### src/rtl/supply_mon_pkg.sv
package supply_mon_pkg;
  localparam int unsigned NSRC     = 2;   // index 0 low, 1 high
  localparam int unsigned ADDR_W   = 1;
  localparam int unsigned THR_W    = 2;
  localparam logic [ADDR_W-1:0] ADDR_CTRL = 1'b0;
  localparam logic [ADDR_W-1:0] ADDR_STAT = 1'b1;
  localparam int unsigned CTRL_SENSE_LSB = 0;
  localparam int unsigned CTRL_THR_LSB   = 2;
  localparam int unsigned CTRL_IE_LSB    = 4;
  localparam int unsigned STAT_COND_LSB  = 0;
  localparam int unsigned STAT_FLAG_LSB  = 2;
  localparam int unsigned CTRL_USED      = CTRL_IE_LSB + NSRC;
endpackage

### src/rtl/sm_filter.sv
module sm_filter #(
  parameter int unsigned FILT_N = 4
) (
  input  logic clk_i,
  input  logic rst_ni,
  input  logic raw_i,
  output logic filt_o
);
  localparam int unsigned CNT_W = (FILT_N > 2) ? $clog2(FILT_N) : 1;

  logic             s1_q, s2_q;
  logic [CNT_W-1:0] cnt_q;

  always_ff @(posedge clk_i or negedge rst_ni) begin
    if (!rst_ni) begin
      s1_q   <= 1'b0;
      s2_q   <= 1'b0;
      cnt_q  <= '0;
      filt_o <= 1'b0;
    end else begin
      s1_q <= raw_i;
      s2_q <= s1_q;
      if (s2_q == filt_o) begin
        cnt_q <= '0;
      end else if (cnt_q == CNT_W'(FILT_N - 1)) begin
        cnt_q  <= '0;
        filt_o <= s2_q;
      end else begin
        cnt_q <= cnt_q + 1'b1;
      end
    end
  end
endmodule

### src/rtl/sm_flag.sv
module sm_flag (
  input  logic clk_i,
  input  logic rst_ni,
  input  logic cond_i,
  input  logic clr_i,
  output logic flag_o
);
  logic cond_q;

  always_ff @(posedge clk_i or negedge rst_ni) begin
    if (!rst_ni) begin
      cond_q <= 1'b0;
      flag_o <= 1'b0;
    end else begin
      cond_q <= cond_i;
      // a change of state outranks a clearing write
      flag_o <= (cond_i ^ cond_q) | (flag_o & ~clr_i);
    end
  end
endmodule

### src/rtl/supply_mon_irq.sv
module supply_mon_irq
  import supply_mon_pkg::*;
#(
  parameter int unsigned FILT_N = 4,
  parameter int unsigned DATA_W = 8
) (
  input  logic              clk_i,
  input  logic              rst_ni,
  input  logic              stop_i,
  input  logic              cmp_low_i,
  input  logic              cmp_high_i,
  input  logic              wr_i,
  input  logic [ADDR_W-1:0] addr_i,
  input  logic [DATA_W-1:0] wdata_i,
  output logic [DATA_W-1:0] rdata_o,
  output logic [THR_W-1:0]  thr_sel_o,
  output logic              irq_o
);
  logic [1:0]      sense_q;
  logic [THR_W-1:0] thr_q;
  logic [NSRC-1:0] ie_q;
  logic [NSRC-1:0] raw, filt, cond, flag, clr;
  logic            sense_any;
  logic            wr_ctrl, wr_stat;
  logic            unused_wdata;

  assign wr_ctrl      = wr_i && (addr_i == ADDR_CTRL);
  assign wr_stat      = wr_i && (addr_i == ADDR_STAT);
  assign unused_wdata = ^wdata_i[DATA_W-1:CTRL_USED];

  always_ff @(posedge clk_i or negedge rst_ni) begin
    if (!rst_ni) begin
      sense_q <= '0;
      thr_q   <= '0;
      ie_q    <= '0;
    end else if (wr_ctrl) begin
      sense_q <= wdata_i[CTRL_SENSE_LSB +: 2];
      thr_q   <= wdata_i[CTRL_THR_LSB +: THR_W];
      ie_q    <= wdata_i[CTRL_IE_LSB +: NSRC];
    end
  end

  assign sense_any = |sense_q;
  assign raw       = {cmp_high_i, cmp_low_i};

  for (genvar i = 0; i < NSRC; i++) begin : g_src
    sm_filter #(.FILT_N(FILT_N)) u_filt (
      .clk_i (clk_i),
      .rst_ni(rst_ni),
      .raw_i (raw[i]),
      .filt_o(filt[i])
    );
    assign cond[i] = filt[i] & sense_any;
    assign clr[i]  = wr_stat & wdata_i[STAT_FLAG_LSB + i];
    sm_flag u_flag (
      .clk_i (clk_i),
      .rst_ni(rst_ni),
      .cond_i(cond[i]),
      .clr_i (clr[i]),
      .flag_o(flag[i])
    );
  end

  always_comb begin
    rdata_o = '0;
    if (addr_i == ADDR_CTRL) begin
      rdata_o[CTRL_SENSE_LSB +: 2]   = sense_q;
      rdata_o[CTRL_THR_LSB +: THR_W] = thr_q;
      rdata_o[CTRL_IE_LSB +: NSRC]   = ie_q;
    end else begin
      rdata_o[STAT_COND_LSB +: NSRC] = cond;
      rdata_o[STAT_FLAG_LSB +: NSRC] = flag;
    end
  end

  assign thr_sel_o = thr_q;
  assign irq_o     = ~stop_i & |(flag & ie_q);
endmodule

### config.mk
export PLATFORM = sky130hd
export DESIGN_NAME = supply_mon_irq
export DESIGN_NICKNAME = d
export VERILOG_FILES = /design/src/rtl/supply_mon_pkg.sv /design/src/rtl/sm_filter.sv /design/src/rtl/sm_flag.sv /design/src/rtl/supply_mon_irq.sv
export SDC_FILE = /design/constraint.sdc
export NUM_CORES = 1
export LEC_CHECK = 0
export BUFFER_PORTS_ARGS = -buffer_cell sky130_fd_sc_hd__clkbuf_2
export CORE_UTILIZATION = 49
export DETAILED_ROUTE_END_ITERATION = 8
export GPL_ROUTABILITY_DRIVEN = 0
export PLACE_DENSITY = 0.81
export RECOVER_POWER = 100
export SLEW_MARGIN = 15
export SYNTH_ARGS = -nofsm -noshare
export SYNTH_HDL_FRONTEND = slang
export SYNTH_HIERARCHICAL = 1
export SYNTH_SLANG_ARGS = --single-unit
### constraint.sdc
create_clock -name clk_i -period 1.28 [get_ports clk_i]
set_input_delay 0.064 -clock clk_i [delete_from_list [all_inputs] [get_ports clk_i]]
set_output_delay 0.064 -clock clk_i [all_outputs]
set_load 0.02 [all_outputs]
==> results by group, run 1 <==
Synth
  • Top-count cell post-synth: dfrtp_1
  • Largest area contributor in the netlist: dfrtp_1
  • Count of flip-flops with a built-in enable after synthesis: 0
  • Synth Register Bits: 20
  • Area share of the largest cell type after synthesis: 0.574
  • Syn_area_per_cell: 13.4 sq um
  • Post-Syn Area: 872 sq um
  • Asr flop ratio synth: 1.00
  • Top post-synthesis cells by count: dfrtp_1, mux2_4
  • Sequential share of the synthesized area: 0.574
  • Yosys warns: 6
  • Distinct cells, synth: 17
  • Mapped Cells: 65
  • Most common flop cell mapped by yosys: dfrtp_1
  • Largest cells by area after synthesis: dfrtp_1, mux2_4, mux2_2

Floorplan
  • Initial core utilization: 0.553
  • Die Width: 44.2 microns
  • Io pins: 26
  • # rows: 14
  • Core area: 0.00158 sq mm
  • Die height: 44.2 microns
  • Die area: 0.00195 sq mm

Placed design
  • DPL Wire Length: 1.05 mm
  • Number of I/O port buffers: 21
  • Placed cell count: 99
  • Post-DP Area: 967 sq um

GRT
  • Vias in the first global route: 591
  • Global-route wire length before repair: 2.46 mm
  • Overflow after GRT: 0
  • GRT Total Usage: 0.173
  • Initial antenna violation count: 0
  • Largest net degree at the start of global routing: 21

STA
  • Worst hold margin: -0.00315 ns
  • Final TNS setup: 0 ns
  • Fmax: 832 MHz
  • Clk_skew: 0.00790 ns
  • Setup Viol. Count Final: 0
  • Min Tclk post-route: 1.20 ns
  • Max-slew violations: 0
  • Unrepaired setup endpoints after global routing: false
  • Final hold violation count: 1
  • Final period utilization: 0.938

Critical path
  • R2R Setup Slk: 0.24 ns
  • R2r endpoint: g_src[0].u_filt/filt_o
  • Worst EP required: 1.22 ns
  • Startpoint types: register
  • CP max FO: 3
  • Worst EP arrival: 1.14 ns
  • R2R depth: 2
  • Setup crit end kind: output pin
  • R2r startpoint: g_src[0].u_filt/cnt_q[0]
  • Worst setup path class: reg -> out

Layout
  • Design area: 0.00103 sq mm
  • Ant. Diodes: 0
  • Fin nets: 111
  • Register Area: 500 sq um
  • Multi-input logic area: 294 sq um
  • Fillcell total: 120
  • Area Growth Syn to Fin: 17.6%
  • Fin cells: 109
  • Fraction of layout cells with a size suffix above 1: 0.280

Drt
  • Detailed Route WL: 1.47 mm
  • DR pass1 iterations: 5
  • DR iter-0 viols: 5
  • Vias: 548
  • Via density: 5.03
  • Residual DRC: 0
  • Routed len/inst: 13.5 microns
  • Post-route ant nets: 0

Clock tree
  • Sink Count: 20
  • CTS tree: built
  • Clock Path Buffers: 2
  • Number of CTS-inserted buffers: 3
  • Clock transition at the registers of the reported paths: 0.10 ns
  • Root Driver: clkbuf_4
  • Clk_lat worst skew: 0.29 ns
  • Setup repair bufs after CTS: 0
  • H-tree depth: 1

Power
  • Pwr dens: 1800 mW/mm^2
  • Sw Share: 0.322
  • Net Sw Power: 0.595 mW
  • VDD IR max: 872 uV
  • Combinational power share: 0.306
  • Leak: 0.505 nW
  • Sequential share of power: 0.501
  • Internal Pwr Total: 1.25 mW
  • Clock power share: 0.193

Min path
  • HP Class: in -> reg
  • Hold path startpoint: wdata_i[0]
  • WHS Path Cells: 2
  • WHS Endpoint: sense_q[0]

Outcome
  • Failing checks: negative hold slack
  • Status: finished with violations

Flow run
  • Max cap viols: 0
cell families (layout without fill, tap and decap cells):
family | count (synthesis) | in the layout | synth area share
flops | 20 | 20 | 0.574
xor+xnor | 4 | 4 | 0.0402
compound gates | 7 | 7 | 0.0430
buf+inv | 8 | 35 | 0.0559
simple gates | 13 | 13 | 0.0990
fa+ha+maj | 2 | 2 | 0.0287
mux | 10 | 10 | 0.155
other cells | 1 | 2 | 0.00430
critical path, cell delays in order (launching register included):
cell and delay (ns):
dfrtp_1 0.41, a22oi_1 0.22, nor2_1 0.06, clkbuf_2 0.16
placed cells by master (no fill, tap or decap):
master / netlist / layout
a21oi_1: 4 / 4
a22oi_1: 1 / 1
and3_1: 2 / 2
clkbuf_1: 0 / 4
clkbuf_2: 0 / 17
clkbuf_4: 0 / 3
clkbuf_8: 0 / 1
conb_1: 1 / 2
dfrtp_1: 20 / 20
dlygate4sd3_1: 0 / 6
ha_1: 2 / 2
inv_1: 4 / 4
mux2_1: 0 / 6
mux2_2: 4 / 4
nor2_1: 4 / 4
nor2b_1: 4 / 4
nor2b_4: 1 / 1
nor3_1: 0 / 2
o21ai_0: 0 / 2
xnor2_1: 4 / 4
per-layer routing:
layer,vias up,track usage,share of wire,routed length [microns]
li1,266,-,-,-
met2,13,0.279,0.51,746
met1,269,0.230,0.46,675
met5,-,0,0,0
met3,0,0.0245,0.032,47
met4,0,0.0848,0,0
how the worst max path moves through the flow:
stage                     slack (ns)                      to                      from  depth (start not counted)
after floorplan                 0.31  g_src[0].u_filt/filt_o  g_src[0].u_filt/cnt_q[0]                          2
after global placement          0.27            thr_sel_o[1]                    addr_i                          3
after detailed placement        0.24  g_src[0].u_filt/filt_o  g_src[0].u_filt/cnt_q[0]                          2
after CTS                       0.08                   irq_o                   ie_q[0]                          3
after global routing            0.01                   irq_o                   ie_q[0]                          3
final                           0.08                   irq_o                   ie_q[0]                          3
state kept, by name, summed over array words and instances, names as in the netlist:
register / count
sense_q: 2
ie_q: 2
g_src.u_filt/cnt_q: 4
g_src.u_flag/flag_o: 2
g_src.u_filt/filt_o: 2
g_src.u_filt/s2_q: 2
thr_sel_o: 2
g_src.u_filt/s1_q: 2
g_src.u_flag/cond_q: 2
power groups by stage:
| stage | logic, mW | clock network [mW] | registers, mW |
|---|---|---|---|
| after floorplan | 0.458 | 0 | 0.923 |
| after global placement | 0.576 | 0 | 0.929 |
| after detailed placement | 0.605 | 0 | 0.944 |
| after CTS | 0.621 | 0.366 | 0.932 |
| after global routing | 0.627 | 0.387 | 0.946 |
| final | 0.564 | 0.356 | 0.925 |
stage by stage:
step	total power, mW	hold WS [ns]	worst slack (ns)	util
2_1_floorplan	1.38	-0.232	0.310	-
3_3_place_gp	1.50	0.0409	0.266	0.613
3_5_place_dp	1.55	0.0508	0.239	0.613
4_1_cts	1.92	0.00224	0.0757	0.675
5_1_grt	1.96	-0.00748	0.0145	0.651
6_report	1.85	-0.00315	0.0788	0.651
what timing repair did:
item                       in CTS  in global routing
hold endpoints to repair       25                  0
setup endpoints to repair       0                  0
hold buffers                    6                  0
gates resized for setup         0                  0
cell type report:
| class | instances | share of cell area |
|---|---|---|
| flip-flops and latches | 20 | 0.488 |
| multi-input cells | 38 | 0.287 |
| repair buffers | 27 | 0.156 |
| clock buffers | 4 | 0.0354 |
| well taps | 16 | 0.0195 |
| inverters | 4 | 0.0146 |
Power figures use the tool's default switching activity.
==> run 2, diff against run 1 <==
--- a/config.mk
+++ b/config.mk
@@ -11,6 +11,7 @@
 export GPL_ROUTABILITY_DRIVEN = 0
 export PLACE_DENSITY = 0.81
 export RECOVER_POWER = 100
+export SETUP_SLACK_MARGIN = 0.3
 export SLEW_MARGIN = 15
 export SYNTH_ARGS = -nofsm -noshare
 export SYNTH_HDL_FRONTEND = slang
==> results by group, run 2 (synthesized netlist as in run 1, its figures left out) <==
Drt
  • Detailed Route WL: 2.15 mm (was 1.47 mm)
  • DR pass1 iterations: 6 (was 5)
  • Residual DRC: 0 (unchanged)
  • Routed len/inst: 17.0 microns (was 13.5 microns)
  • DR iter-0 viols: 17 (was 5)
  • Post-route ant nets: 0 (unchanged)
  • Via density: 5.19 (was 5.03)
  • Vias: 654 (was 548)

STA
  • Final period utilization: 0.961 (was 0.938)
  • Min Tclk post-route: 1.23 ns (was 1.20 ns)
  • Max-slew violations: 0 (unchanged)
  • Setup Viol. Count Final: 0 (unchanged)
  • Fmax: 813 MHz (was 832 MHz)
  • Clk_skew: 0.0104 ns (was 0.00790 ns)
  • Final TNS setup: 0 ns (unchanged)
  • Unrepaired setup endpoints after global routing: true (was false)
  • Final hold violation count: 0 (was 1)
  • Worst hold margin: 0.0131 ns (was -0.00315 ns)

Critical path
  • CP Cell Sequence: mux2_4, buf_2 (was a22oi_1, nor2_1, clkbuf_2)
  • Worst setup path class: reg -> out (unchanged)
  • Setup crit end kind: output pin (unchanged)
  • CP max FO: 3 (unchanged)
  • Slowest stage delay, CP: 0.43 ns (was 0.41 ns)
  • CP delay by family, top: flip-flops (unchanged)
  • Slowest-stage cell, CP: dfrtp_1 (unchanged)
  • R2R Setup Slk: 0.11 ns (was 0.24 ns)
  • Worst EP required: 1.22 ns (about the same)
  • CP Buf/Inv Count: 1 (unchanged)
  • Worst EP arrival: 1.17 ns (was 1.14 ns)
  • Startpoint types: register (unchanged)

GRT
  • GRT Total Usage: 0.214 (was 0.173)
  • Overflow after GRT: 0 (unchanged)
  • Largest net degree at the start of global routing: 21 (unchanged)
  • Vias in the first global route: 647 (was 591)
  • Initial antenna violation count: 0 (unchanged)
  • Global-route wire length before repair: 2.91 mm (was 2.46 mm)

Clock tree
  • H-tree depth: 1 (unchanged)
  • Number of CTS-inserted buffers: 3 (unchanged)
  • Root Driver: clkbuf_4 (unchanged)
  • Sink Count: 20 (unchanged)
  • CTS tree: built (unchanged)
  • Clock transition at the registers of the reported paths: 0.12 ns (was 0.10 ns)
  • Clk_lat worst skew: 0.29 ns (about the same)
  • Clock Path Buffers: 2 (unchanged)

Floorplan
  • # rows: 14 (unchanged)
  • Initial core utilization: 0.553 (unchanged)
  • Die height: 44.2 microns (unchanged)
  • Io pins: 26 (unchanged)
  • Die Width: 44.2 microns (unchanged)
  • Core area: 0.00158 sq mm (unchanged)
  • Die area: 0.00195 sq mm (unchanged)

Layout
  • Design area: 0.00122 sq mm (was 0.00103 sq mm)
  • Ant. Diodes: 0 (unchanged)
  • Commonest non-fill, non-tap cells in the layout: dfrtp_1, clkbuf_2, clkbuf_1 (was dfrtp_1, clkbuf_2, mux2_1, dlygate4sd3_1)
  • Commonest non-fill, non-tap cell in the layout: dfrtp_1 (unchanged)
  • Area Growth Syn to Fin: 40.3% (was 17.6%)
  • Biggest register: g_src.u_filt/cnt_q (unchanged)
  • Fin nets: 128 (was 111)
  • Max FFs per register: 4 (unchanged)
  • Fillcell total: 98 (was 120)
  • Fraction of layout cells with a size suffix above 1: 0.436 (was 0.280)

Placed design
  • Post-DP Area: 967 sq um (unchanged)
  • Number of I/O port buffers: 21 (unchanged)
  • DPL Wire Length: 1.05 mm (unchanged)

Power
  • Leak: 0.609 nW (was 0.505 nW)
  • VDD IR max: 1290 uV (was 872 uV)
  • Pwr dens: 1870 mW/mm^2 (was 1800 mW/mm^2)

Outcome
  • Status: finished, final reports clean (was finished with violations)

Min path
  • HP Class: in -> reg (unchanged)

Flow run
  • Max cap viols: 0 (unchanged)
run 2: changes by cell type in the layout (fill, tap and decap cells not counted), sizes merged:
cell         change
buf             +11
clkbuf           +5
dlygate4sd3      +1
run 2: timing repair:
item	CTS	global route
gates resized for setup	15	23
endpoints found under the setup margin	11	16
pin swaps	5	5
setup buffers	11	5
hold endpoints to repair	25	1
hold buffers	6	1
run 2: worst register-to-register path, delay by kind of cell, from the launching register on:
family                    cells  cell delay [ns]
buffers and inverters         1             0.22
AOI/OAI and AO/OA             1             0.08
DFF                           1             0.40
and+or+nand+nor               2             0.24
xor gates and xnor gates      1             0.14
run 2: stage by stage:
step | setup WS, ns | instances | power [mW] | util
floorplan | 0.310 | 66 | 1.38 | -
global placement | 0.266 | 99 | 1.50 | 0.613
detailed placement | 0.239 | 99 | 1.55 | 0.613
CTS | 0.0757 | 120 | 2.14 | 0.760
global route | 0.0256 | 126 | 2.41 | 0.776
finish | 0.0499 | 126 | 2.29 | 0.776
run 2: final cells by class:
class                   instances  area [sq um]  area share
clock buffers                   4          36.3      0.0297
well taps                      16          20.0      0.0164
inverters                       4          15.0      0.0123
multi-input cells              38           363       0.297
flip-flops and latches         20           500       0.409
repair buffers                 44           289       0.236
run 2: worst paths after layout:
check	from	to	depth (start not counted)
worst max-delay path	g_src[1].u_flag/flag_o	rdata_o[3]	2
min in group asynchronous	rst_ni	g_src[0].u_filt/filt_o	2
worst max register to register	sense_q[0]	g_src[0].u_flag/flag_o	5
max in group asynchronous	rst_ni	g_src[0].u_filt/s2_q	2
worst min-delay path	wdata_i[2]	thr_sel_o[0]	2
worst min register to register	g_src[1].u_filt/s1_q	g_src[1].u_filt/s2_q	0
run 2: report_power, final:
group / internal (mW) / total, mW / switching [mW]
Combinational: 0.534 / 0.999 / 0.464
Clock: 0.173 / 0.366 / 0.193
Sequential: 0.806 / 0.927 / 0.121
Total: 1.51 / 2.29 / 0.779
run 2: routing by layer:
metal  wire length [microns]  GRT usage  part of all wire  vias to the layer above
met5                       0          0                 0                        -
met4                      58      0.121             0.027                        0
met3                      90     0.0245             0.042                        6
met2                    1100      0.371              0.51                       23
met1                     894      0.259              0.42                      326
li1                        -          -                 -                      299
